`src/rtl/qbs_pkg.sv`:
```
`timescale 1ns/1ps
package qbs_pkg;
   // words per burst; also the number of beats per request
   localparam int unsigned BURST_LEN = 4;
   // two-bit echo level: {rising half, falling half}
   typedef enum logic [1:0] {
      ECHO_IDLE = 2'b00,
      ECHO_RUN  = 2'b10
   } echo_t;
endpackage

```
`src/rtl/qbs_lock.sv`:
```
`timescale 1ns/1ps
module qbs_lock #(
   parameter int unsigned LOCK_CYC = 16
) (
   input  logic clk,
   input  logic rst_n,
   output logic ready
);
   generate
      if (LOCK_CYC == 0) begin : g_nolock
         assign ready = 1'b1;
      end else begin : g_count
         localparam int unsigned CW = $clog2(LOCK_CYC + 1);
         localparam logic [CW-1:0] LIMIT = CW'(LOCK_CYC);
         logic [CW-1:0] cnt_q;

         always_ff @(posedge clk or negedge rst_n) begin
            if (!rst_n) begin
               cnt_q <= '0;
            end else if (cnt_q != LIMIT) begin
               cnt_q <= cnt_q + 1'b1;
            end
         end

         assign ready = (cnt_q == LIMIT);

         // once locked, the model never drops ready again
         p_stay_r1: assert property (@(posedge clk) disable iff (!rst_n)
            ready |=> ready);
      end
   endgenerate
endmodule

```
`src/rtl/qbs_bank.sv`:
```
`timescale 1ns/1ps
module qbs_bank #(
   parameter int unsigned ADDR_W = 6,
   parameter int unsigned WORD_W = 18,
   parameter int unsigned BYTES  = 2
) (
   input  logic              clk,
   input  logic              rst_n,
   input  logic              we,
   input  logic [ADDR_W-1:0] waddr,
   input  logic [WORD_W-1:0] wdata,
   input  logic [BYTES-1:0]  wbe,
   input  logic [ADDR_W-1:0] raddr,
   input  logic              fwd,
   output logic [WORD_W-1:0] rword
);
   localparam int unsigned DEPTH  = 1 << ADDR_W;
   localparam int unsigned BYTE_W = WORD_W / BYTES;

   logic [WORD_W-1:0] mem [DEPTH];
   logic [WORD_W-1:0] old_w;

   // array has no reset: content is undefined until written
   always_ff @(posedge clk) begin
      if (we) begin
         for (int b = 0; b < int'(BYTES); b++) begin
            if (wbe[b]) begin
               mem[waddr][b*BYTE_W +: BYTE_W] <= wdata[b*BYTE_W +: BYTE_W];
            end
         end
      end
   end

   // a read looking at the location committed on this same edge takes
   // the enabled bytes straight from the commit data
   always_comb begin
      old_w = mem[raddr];
      for (int b = 0; b < int'(BYTES); b++) begin
         rword[b*BYTE_W +: BYTE_W] = (fwd && wbe[b]) ? wdata[b*BYTE_W +: BYTE_W]
                                                    : old_w[b*BYTE_W +: BYTE_W];
      end
   end

   // forwarding is only requested against a live commit of the same location
   p_fwd_r7: assert property (@(posedge clk) disable iff (!rst_n)
      fwd |-> (we && (waddr == raddr)));
endmodule

```
`src/rtl/qbs_wr_port.sv`:
```
`timescale 1ns/1ps
module qbs_wr_port #(
   parameter int unsigned ADDR_W = 6,
   parameter int unsigned WORD_W = 18,
   parameter int unsigned BYTES  = 2
) (
   input  logic              clk,
   input  logic              rst_n,
   input  logic              ready,
   input  logic              wr_n,
   input  logic [ADDR_W-1:0] addr,
   input  logic [WORD_W-1:0] wd_r,
   input  logic [WORD_W-1:0] wd_f,
   input  logic [BYTES-1:0]  be_r_n,
   input  logic [BYTES-1:0]  be_f_n,
   output logic              cm_we,
   output logic [ADDR_W-1:0] cm_addr,
   output logic [qbs_pkg::BURST_LEN-1:0][WORD_W-1:0] cm_data,
   output logic [qbs_pkg::BURST_LEN-1:0][BYTES-1:0]  cm_be
);
   logic              busy_q;
   logic              wr_go;
   logic [ADDR_W-1:0] wa_q;
   logic [WORD_W-1:0] b0_q, b1_q;
   logic [BYTES-1:0]  m0_q, m1_q;

   // the cycle after an accepted write carries its tail beats
   assign wr_go = ready && !wr_n && !busy_q;

   always_ff @(posedge clk or negedge rst_n) begin
      if (!rst_n) begin
         busy_q <= 1'b0;
         wa_q   <= '0;
         b0_q   <= '0;
         b1_q   <= '0;
         m0_q   <= '0;
         m1_q   <= '0;
      end else begin
         busy_q <= wr_go;
         if (wr_go) begin
            wa_q <= addr;
            b0_q <= wd_r;
            b1_q <= wd_f;
            m0_q <= ~be_r_n;
            m1_q <= ~be_f_n;
         end
      end
   end

   // all four words commit together on the edge that takes the tail beats
   assign cm_we   = busy_q;
   assign cm_addr = wa_q;
   assign cm_data = {wd_f, wd_r, b1_q, b0_q};
   assign cm_be   = {~be_f_n, ~be_r_n, m1_q, m0_q};

   // commits never come on two edges in a row
   p_once_r6: assert property (@(posedge clk) disable iff (!rst_n)
      cm_we |=> !cm_we);
endmodule

```
`src/rtl/qbs_rd_port.sv`:
```
`timescale 1ns/1ps
module qbs_rd_port #(
   parameter int unsigned ADDR_W = 6,
   parameter int unsigned WORD_W = 18
) (
   input  logic              clk,
   input  logic              rst_n,
   input  logic              ready,
   input  logic              rd_n,
   input  logic [ADDR_W-1:0] addr,
   input  logic [qbs_pkg::BURST_LEN-1:0][WORD_W-1:0] words,
   output logic              look,
   output logic [ADDR_W-1:0] look_addr,
   output logic [WORD_W-1:0] rq_r,
   output logic [WORD_W-1:0] rq_f,
   output logic              rq_valid,
   output logic              rq_oe,
   output logic [1:0]        echo_ph
);
   logic              rd_go;
   logic              s1_q, s2_q, s3_q;
   logic [ADDR_W-1:0] a1_q;
   logic [qbs_pkg::BURST_LEN-1:0][WORD_W-1:0] buf_q;

   assign rd_go     = ready && !rd_n && !s1_q;
   assign look      = s1_q;
   assign look_addr = a1_q;

   // stage 1: request held; stage 2: array words latched;
   // then two output cycles of two half-words each
   always_ff @(posedge clk or negedge rst_n) begin
      if (!rst_n) begin
         s1_q     <= 1'b0;
         s2_q     <= 1'b0;
         s3_q     <= 1'b0;
         a1_q     <= '0;
         buf_q    <= '0;
         rq_r     <= '0;
         rq_f     <= '0;
         rq_valid <= 1'b0;
         rq_oe    <= 1'b0;
         echo_ph  <= qbs_pkg::ECHO_IDLE;
      end else begin
         s1_q <= rd_go;
         s2_q <= s1_q;
         s3_q <= s2_q;
         if (rd_go) begin
            a1_q <= addr;
         end
         if (s1_q) begin
            buf_q <= words;
         end
         if (s2_q) begin
            rq_r     <= buf_q[0];
            rq_f     <= buf_q[1];
            rq_valid <= 1'b1;
            rq_oe    <= 1'b1;
            echo_ph  <= qbs_pkg::ECHO_RUN;
         end else if (s3_q) begin
            rq_r     <= buf_q[2];
            rq_f     <= buf_q[3];
            rq_valid <= 1'b1;
            rq_oe    <= 1'b1;
            echo_ph  <= qbs_pkg::ECHO_RUN;
         end else begin
            rq_r     <= '0;
            rq_f     <= '0;
            rq_valid <= 1'b0;
            rq_oe    <= 1'b0;
            echo_ph  <= qbs_pkg::ECHO_IDLE;
         end
      end
   end

   // an accepted read drives data two edges later (seen at the third)
   p_lat_r3: assert property (@(posedge clk) disable iff (!rst_n)
      rd_go |-> ##3 rq_oe);
   // every burst lasts at least two output cycles
   p_pair_r8: assert property (@(posedge clk) disable iff (!rst_n)
      $rose(rq_oe) |=> rq_oe);
   p_zero_r8: assert property (@(posedge clk) disable iff (!rst_n)
      !rq_oe |-> (rq_r == '0 && rq_f == '0));
   p_valid_r8: assert property (@(posedge clk) disable iff (!rst_n)
      rq_valid |-> rq_oe);
   p_echo_r9: assert property (@(posedge clk) disable iff (!rst_n)
      rq_oe |-> (echo_ph == 2'b10));
endmodule

```
`src/rtl/qdr_burst_sram.sv`:
```
`timescale 1ns/1ps
module qdr_burst_sram #(
   parameter int unsigned ADDR_W   = 6,
   parameter int unsigned WORD_W   = 18,
   parameter int unsigned BYTES    = 2,
   parameter int unsigned LOCK_CYC = 16
) (
   input  logic              clk,
   input  logic              rst_n,
   input  logic              rd_n,
   input  logic              wr_n,
   input  logic [ADDR_W-1:0] addr,
   input  logic [WORD_W-1:0] wd_r,
   input  logic [WORD_W-1:0] wd_f,
   input  logic [BYTES-1:0]  be_r_n,
   input  logic [BYTES-1:0]  be_f_n,
   output logic              ready,
   output logic [WORD_W-1:0] rq_r,
   output logic [WORD_W-1:0] rq_f,
   output logic              rq_valid,
   output logic              rq_oe,
   output logic [1:0]        echo_ph
);
   localparam int unsigned NB = qbs_pkg::BURST_LEN;

   // configuration checks at elaboration
   generate
      if (BYTES == 0 || (WORD_W % BYTES) != 0) begin : g_bad_bytes
         $error("WORD_W must split evenly into BYTES");
      end
      if (ADDR_W < 1 || ADDR_W > 12) begin : g_bad_addr
         $error("ADDR_W out of range 1..12");
      end
   endgenerate

   logic                        cm_we;
   logic [ADDR_W-1:0]           cm_addr;
   logic [NB-1:0][WORD_W-1:0]   cm_data;
   logic [NB-1:0][BYTES-1:0]    cm_be;
   logic                        look;
   logic [ADDR_W-1:0]           look_addr;
   logic [NB-1:0][WORD_W-1:0]   words;
   logic                        fwd;

   qbs_lock #(.LOCK_CYC(LOCK_CYC)) u_lock (
      .clk   (clk),
      .rst_n (rst_n),
      .ready (ready)
   );

   qbs_wr_port #(.ADDR_W(ADDR_W), .WORD_W(WORD_W), .BYTES(BYTES)) u_wr (
      .clk     (clk),
      .rst_n   (rst_n),
      .ready   (ready),
      .wr_n    (wr_n),
      .addr    (addr),
      .wd_r    (wd_r),
      .wd_f    (wd_f),
      .be_r_n  (be_r_n),
      .be_f_n  (be_f_n),
      .cm_we   (cm_we),
      .cm_addr (cm_addr),
      .cm_data (cm_data),
      .cm_be   (cm_be)
   );

   // the read samples the array on the same edge a same-cycle write commits
   assign fwd = look && cm_we && (look_addr == cm_addr);

   generate
      for (genvar k = 0; k < int'(NB); k++) begin : g_bank
         qbs_bank #(.ADDR_W(ADDR_W), .WORD_W(WORD_W), .BYTES(BYTES)) u_bank (
            .clk   (clk),
            .rst_n (rst_n),
            .we    (cm_we),
            .waddr (cm_addr),
            .wdata (cm_data[k]),
            .wbe   (cm_be[k]),
            .raddr (look_addr),
            .fwd   (fwd),
            .rword (words[k])
         );
      end
   endgenerate

   qbs_rd_port #(.ADDR_W(ADDR_W), .WORD_W(WORD_W)) u_rd (
      .clk       (clk),
      .rst_n     (rst_n),
      .ready     (ready),
      .rd_n      (rd_n),
      .addr      (addr),
      .words     (words),
      .look      (look),
      .look_addr (look_addr),
      .rq_r      (rq_r),
      .rq_f      (rq_f),
      .rq_valid  (rq_valid),
      .rq_oe     (rq_oe),
      .echo_ph   (echo_ph)
   );
endmodule

```
`config.mk`:
```
export PLATFORM = sky130hd
export DESIGN_NAME = qdr_burst_sram
export DESIGN_NICKNAME = d
export VERILOG_FILES = /design/src/rtl/qbs_pkg.sv /design/src/rtl/qbs_lock.sv /design/src/rtl/qbs_bank.sv /design/src/rtl/qbs_wr_port.sv /design/src/rtl/qbs_rd_port.sv /design/src/rtl/qdr_burst_sram.sv
export SDC_FILE = /design/constraint.sdc
export NUM_CORES = 2
export LEC_CHECK = 0
export BUFFER_PORTS_ARGS = -buffer_cell sky130_fd_sc_hd__buf_2
export CAP_MARGIN = 20
export CORE_MARGIN = 2
export CORE_UTILIZATION = 35
export DETAILED_ROUTE_END_ITERATION = 10
export GPL_ROUTABILITY_DRIVEN = 0
export PLACE_DENSITY_LB_ADDON = 0.3
export SLEW_MARGIN = 20
export SYNTH_ARGS = -nofsm -noshare
export SYNTH_HDL_FRONTEND = slang
export SYNTH_MEMORY_MAX_BITS = 65536
export SYNTH_SLANG_ARGS = --single-unit
```
`constraint.sdc`:
```
create_clock -name clk -period 4.6 [get_ports clk]
set_input_delay 0.92 -clock clk [delete_from_list [all_inputs] [get_ports clk]]
set_output_delay 0.92 -clock clk [all_outputs]
set_load 0.1 [all_outputs]
```
# Yosys cells after proc, flatten, opt, wreduce, memory -nomap -nowiden
# Memory sizes are Yosys's and may differ from the RTL's. A register that Yosys moved wholly into a read port is not among the register bits.
# Cells that the tools add are included.
[totals]
memories = 4
mem_bits_rw = 4608
output_inout_bits = 41
input_bits = 50
elab_cells = 68
ff_bits = 100
[classes]
n_reduce_logical = 12
eq_ne = 2
addsub = 1
mux = 32
bitwise = 2
[memory_table]
columns = ["memory", "depth", "width", "rd", "rd_ports_with_merged_regs", "write_ports", "line", "rtl"]
rows = [
  ["g_bank[0].u_bank.mem", 64, 18, 1, 1, 1, "qbs_bank.sv:20", "logic [WORD_W-1:0] mem [DEPTH];"],
  ["g_bank[1].u_bank.mem", 64, 18, 1, 1, 1, "qbs_bank.sv:20", ""],
  ["g_bank[2].u_bank.mem", 64, 18, 1, 1, 1, "qbs_bank.sv:20", ""],
  ["g_bank[3].u_bank.mem", 64, 18, 1, 1, 1, "qbs_bank.sv:20", ""],
]
[op_table]
columns = ["cell", "n"]
rows = [
  ["two-way mux 18 bit", 4],
  ["two-way mux 1 bit", 26],
  ["logical NOT 1 bit", 8],
  ["adder 5 x 1 -> 5 bit (second input constant)", 1],
  ["equality test 5 bit (second input constant)", 1],
  ["inequality test 5 bit (second input constant)", 1],
  ["logical AND 1 bit", 4],
  ["two-way mux 2 bit", 2],
  ["inverter 2 bit", 2],
]

# Logic depth before layout (Yosys ltp)
[depth]
depth_word = 4
ltp_mapped = 10

# Modules after synthesis
# A second synthesis with hierarchy kept.
[hier_totals]
hier_cells = 9885
area_unflattened_um2 = 188483.3
[by_module_without_submodules]
columns = ["module", "area_per_inst_um2", "cells_each", "seq_area_each_um2", "n_inst"]
rows = [
  ["qbs_bank", 45454.8, 2365, 34593.2, 4],
  ["qbs_rd_port", 4291.6, 257, 2952.8, 1],
  ["qbs_wr_port", 2044.5, 139, 1176.1, 1],
  ["qbs_lock", 252.7, 20, 125.1, 1],
  ["qdr_burst_sram", 75.1, 9, 0.0, 1],
]

# Worst setup path before layout
# OpenSTA, ideal clock, no wires.
[synth_path]
path_type = "input-to-reg"
from = "in be_r_n[1]"
to = "mem g_bank[2].u_bank.mem[10][10] (enable)"
required_ns = 4.226
setup_ns = 0.374
path_stages = 4
setup_slack_ns = 2.274
arrival_ns = 1.951
path_cell_list = "nand2b_1 -> clkbuf_1 -> buf_1 -> nor2_1"
[synth_between]
elab_chain_len = 4
[synth_rtl]
columns = ["item", "line", "rtl"]
rows = [
  ["start: declaration", "qdr_burst_sram.sv:15", "input logic [BYTES-1:0] be_r_n,"],
  ["inverter 2 bit", "qbs_wr_port.sv:54", "assign cm_be = {~be_f_n, ~be_r_n, m1_q, m0_q};"],
  ["two-way mux 1 bit", "qbs_bank.sv:27", "if (wbe[b]) begin"],
  ["two-way mux 1 bit", "qbs_bank.sv:25", "if (we) begin"],
  ["two-way mux 1 bit (implied by the code)", "qbs_bank.sv:28", "mem[waddr][b*BYTE_W +: BYTE_W] <= wdata[b*BYTE_W +: BYTE_W];"],
  ["end: declaration", "qbs_bank.sv:20", ""],
]
# No other way between the ends.

==> results.sh <==
export IMPL_min_delay_path_class="primary input to flop"
export IMPL_core_area_sq_um=524900
export IMPL_drt_wirelength_per_cell_um=30.03
export IMPL_design_die_area_sq_um=532900
export IMPL_critical_path_peak_fanout=73
export IMPL_netlist_top_cells_area="edfxtp_1 (75%), mux4_2 (7.0%), mux2i_1 (3.5%)"
export IMPL_slowest_delay_ns=0.97
export IMPL_p_sw_share_pct=25.21
export IMPL_dp_hpwl_um=326700
export IMPL_io_pin_count=91
export IMPL_timing_final_max_slew_violations=0
export IMPL_critical_path_depth=7
export IMPL_critical_path_most_common_cell="buf_12"
export IMPL_synth_yosys_warnings=0
export IMPL_grt_first_pass_wirelength_um=724600
export IMPL_instance_count_of_the_mapped_netlist=9540
export IMPL_power_spent_charging_and_discharging_nets_w=0.02528
export IMPL_worst_slew_pin_transition_ns=1.279
export IMPL_placement_io_buffers=89
export IMPL_avg_synthesized_cell_area_sq_um=19.34
export IMPL_fmax_mhz=262.7
export IMPL_seq_power_share_pct=49.6
export IMPL_drt_wl_total_um=519800
export IMPL_finalHoldViolations=0
export IMPL_antenna_violating_nets_post_route=0
export IMPL_comb_power_share_pct=11.5
export IMPL_run_status="finished, final reports clean"
export IMPL_worst_skew_pair_late_latency_ns=1.05
export IMPL_postSynth_asyncResetShare_pct=3.558
export IMPL_final_layout_size_suffix_gt1_share_pct=22.32
export IMPL_post_route_drc_count=0
export IMPL_die_width_um=730.0
export IMPL_postSynthRegisterBits=4778
export IMPL_min_delay_path_depth=2
export IMPL_cts_htree_levels=5
export IMPL_final_min_clock_period_ns=3.807
export IMPL_timing_critical_path_to_type="flop"
export IMPL_via_per_inst=5.500
export IMPL_tritoncts_num_buffers=482
export IMPL_initial_utilization_pct=35.15
export IMPL_grt_overflow_total=0
export IMPL_post_cts_buffers=0
export IMPL_clock_skew_ns=0.07728
export IMPL_finalSetupViolations=0
export IMPL_primary_ff_master_synth="edfxtp_1"
export IMPL_drt_pass1_iter_count=6
export IMPL_reg2reg_depth=7
export IMPL_synth_net_count=9592
export IMPL_timing_setup_critical_path_class="flop to flop"
export IMPL_area_growth_synth_to_final_pct=14.25
export IMPL_grt_start_max_net_pins=141
export IMPL_worst_ep_arrival_time_ns=4.70
export IMPL_power_density_nw_per_um2=475.6
export IMPL_clk_pwr_share_pct=38.9
export IMPL_clock_root_buffer="clkbuf_16"
export IMPL_final_net_count=9943
export IMPL_worst_path_cell_trace="buf_12, buf_12, mux2i_1, o22ai_1, or4_1, a211oi_1, o211ai_1"
export IMPL_tritoncts_clock_tree="done"
export IMPL_first_global_vias=94462
export IMPL_antenna_violations_before_repair=53
export IMPL_synth_commonest_cells="edfxtp_1 (4608), mux2i_1 (648), nor2_1 (584), mux4_2 (576), o22ai_1 (432)"
export IMPL_clock_sinks=4778
export IMPL_cts_resized=0
export IMPL_cp_slowest_cell="dfrtp_4"
export IMPL_crit_family="flip-flops"
export IMPL_yosysMostFrequentCell="edfxtp_1"
export IMPL_row_count=266
export IMPL_critical_path_n_buffers_inverters=2
export IMPL_clkSlewWorstSetupHoldPaths_ns=0.06
export IMPL_timing_critical_path_from_type="flop"
export IMPL_unrepaired_setup_endpoints_after_global_routing="false"
export IMPL_p_leak_nw=66.74
export IMPL_die_height_um=730.0
export IMPL_stdcell_count=17310
export IMPL_synth_top_cell_by_area="edfxtp_1"
export IMPL_final_period_utilization_pct=82.76
export IMPL_detailedRoute_firstIterationViolations=12110
export IMPL_synthDominantCellAreaShare_pct=75.00
export IMPL_synth_enable_flop_cells=4608
export IMPL_cell_internal_pwr_w=0.07497
export IMPL_worstPathRequired_ns=5.49
export IMPL_number_of_vias_after_detailed_routing=95203
export IMPL_max_cap_violations=0
export IMPL_max_clock_path_buffers=4
export IMPL_summed_instance_area_of_the_synthesized_netlist_sq_um=184500
export IMPL_globalRouteTotalUtil_pct=18.95
export IMPL_fin_total_pwr_w=0.1002
export IMPL_place_inst=16365
export IMPL_setup_total_negative_slack_ns=0
export IMPL_cts_hold_buffers_added=1
export IMPL_synth_seq_area_share_pct=77.31
export IMPL_power_ir_vdd_worst_mv=0.4640
export IMPL_synthDistinctLibCells=47
export IMPL_slew_limit_headroom_pct=13.81
==> final cells by class <==
| type | instances | area, sq um |
|---|---|---|
| timing repair buffer | 478 | 4180 |
| sequential | 4778 | 142700 |
| tap | 6968 | 8718 |
| multi-input combinational | 4146 | 39330 |
| inverter | 5 | 18.77 |
| clock inverter | 292 | 2922 |
| fill | 46291 | 314100 |
| clock buffer | 605 | 12830 |
| antenna | 38 | 95.09 |
==> cells by family after synthesis <==
group	count (synthesis)	synth area share [%]
AO/OA/AOI/OAI	1417	5.190
XOR/XNOR	10	0.05155
adder cells (fa/ha/maj)	2	0.01356
buffers and inverters	616	1.538
flip-flops	4778	77.31
multiplexers	1632	13.04
other	1	0.002033
AND/OR/NAND/NOR	1084	2.857
==> state kept, by name (all words and copies together), names as in the netlist <==
name	flops
u_wr.b1_q	18
u_rd.buf_q	72
u_rd.look_addr	6
g_bank.u_bank.mem	4608
u_rd.rq_r	18
u_wr.cm_we	1
u_rd.s3_q	1
u_rd.s2_q	1
u_wr.cm_addr	6
u_rd.look	1
u_wr.b0_q	18
u_rd.echo_ph	1
u_rd.rq_f	18
u_wr.m0_q	2
u_lock.g_count.cnt_q	5
u_wr.m1_q	2
==> metal layers <==
metal | part of all wire (%) | wire (um) | track usage, %
met5 | 0.045 | 236 | 0
met1 | 41 | 213600 | 25.95
met3 | 8.3 | 43030 | 3.855
met2 | 46 | 239800 | 29.54
met4 | 4.4 | 23110 | 7.891
==> path summary, 6_finish.rpt <==
kind,start,slack (ns),end
max,u_rd.look_addr[2]$_DFFE_PN0P_,0.79,u_rd.buf_q[36]$_DFFE_PN0P_
min,addr[0],0.13,u_wr.cm_addr[0]$_DFFE_PN0P_
max reg2reg,u_rd.look_addr[2]$_DFFE_PN0P_,0.79,u_rd.buf_q[36]$_DFFE_PN0P_
min reg2reg,u_lock.g_count.cnt_q[4]$_DFFE_PN0N_,0.48,u_lock.g_count.cnt_q[4]$_DFFE_PN0N_
max in group asynchronous,rst_n,2.92,u_wr.b0_q[1]$_DFFE_PN0P_
min in group asynchronous,rst_n,0.39,u_rd.rq_r[13]$_DFF_PN0_
==> cells in the final DEF, fill, tap and decap left out, types with 24 or more instances in the layout <==
cell type / instances
mux2i_1: 648
nor2b_1: 216
dfrtp_2: 37
clkbuf_8: 24
diode_2: 38
a211oi_1: 288
or4_1: 72
nor2_1: 566
clkbuf_1: 96
clkbuf_16: 485
a22oi_1: 288
a21oi_1: 144
a22o_1: 35
buf_2: 83
clkinv_1: 92
nor3_1: 74
nand2_1: 41
nand2_2: 38
buf_4: 330
buf_12: 59
dfrtp_1: 130
bufinv_16: 42
o221ai_1: 64
o21ai_0: 78
o22ai_1: 432
edfxtp_1: 4608
a31oi_1: 72
clkinv_2: 106
mux4_2: 576
mux2_2: 408
==> power groups by stage <==
stage | sequential [W] | clock [W] | combinational [W]
finish | 0.0497 | 0.0390 | 0.0115
global route | 0.0497 | 0.0412 | 0.0121
CTS | 0.0497 | 0.0396 | 0.0115
global placement | 0.0506 | 0 | 0.0114
detailed placement | 0.0506 | 0 | 0.0115
floorplan | 0.0510 | 0 | 0.00627
==> worst reg2reg max path: cells and delay by family (launching register included) <==
| kind | cells | cell delay (ns) |
|---|---|---|
| AOI/OAI and AO/OA | 3 | 0.63 |
| buffers and inverters | 2 | 1.05 |
| DFF | 1 | 0.97 |
| muxes | 1 | 0.36 |
| and+or+nand+nor | 1 | 0.66 |
==> per-stage QoR <==
| stage | utilization (%) | instance area, sq um | hold slack (ns) | worst slack (ns) |
|---|---|---|---|---|
| finish | 40.16 | 210800 | 0.1303 | 0.7931 |
| global route | 40.15 | 210700 | 0.1038 | 0.7539 |
| CTS | 40.11 | 210500 | 0.03949 | 0.7719 |
| detailed placement | 37.11 | 194800 | 0.4696 | 0.7949 |
| global placement | 37.09 | 194700 | 0.4642 | 0.8252 |
| floorplan | - | 184500 | 0.3911 | 2.274 |
No activity file was read; power rests on OpenSTA's default activity.
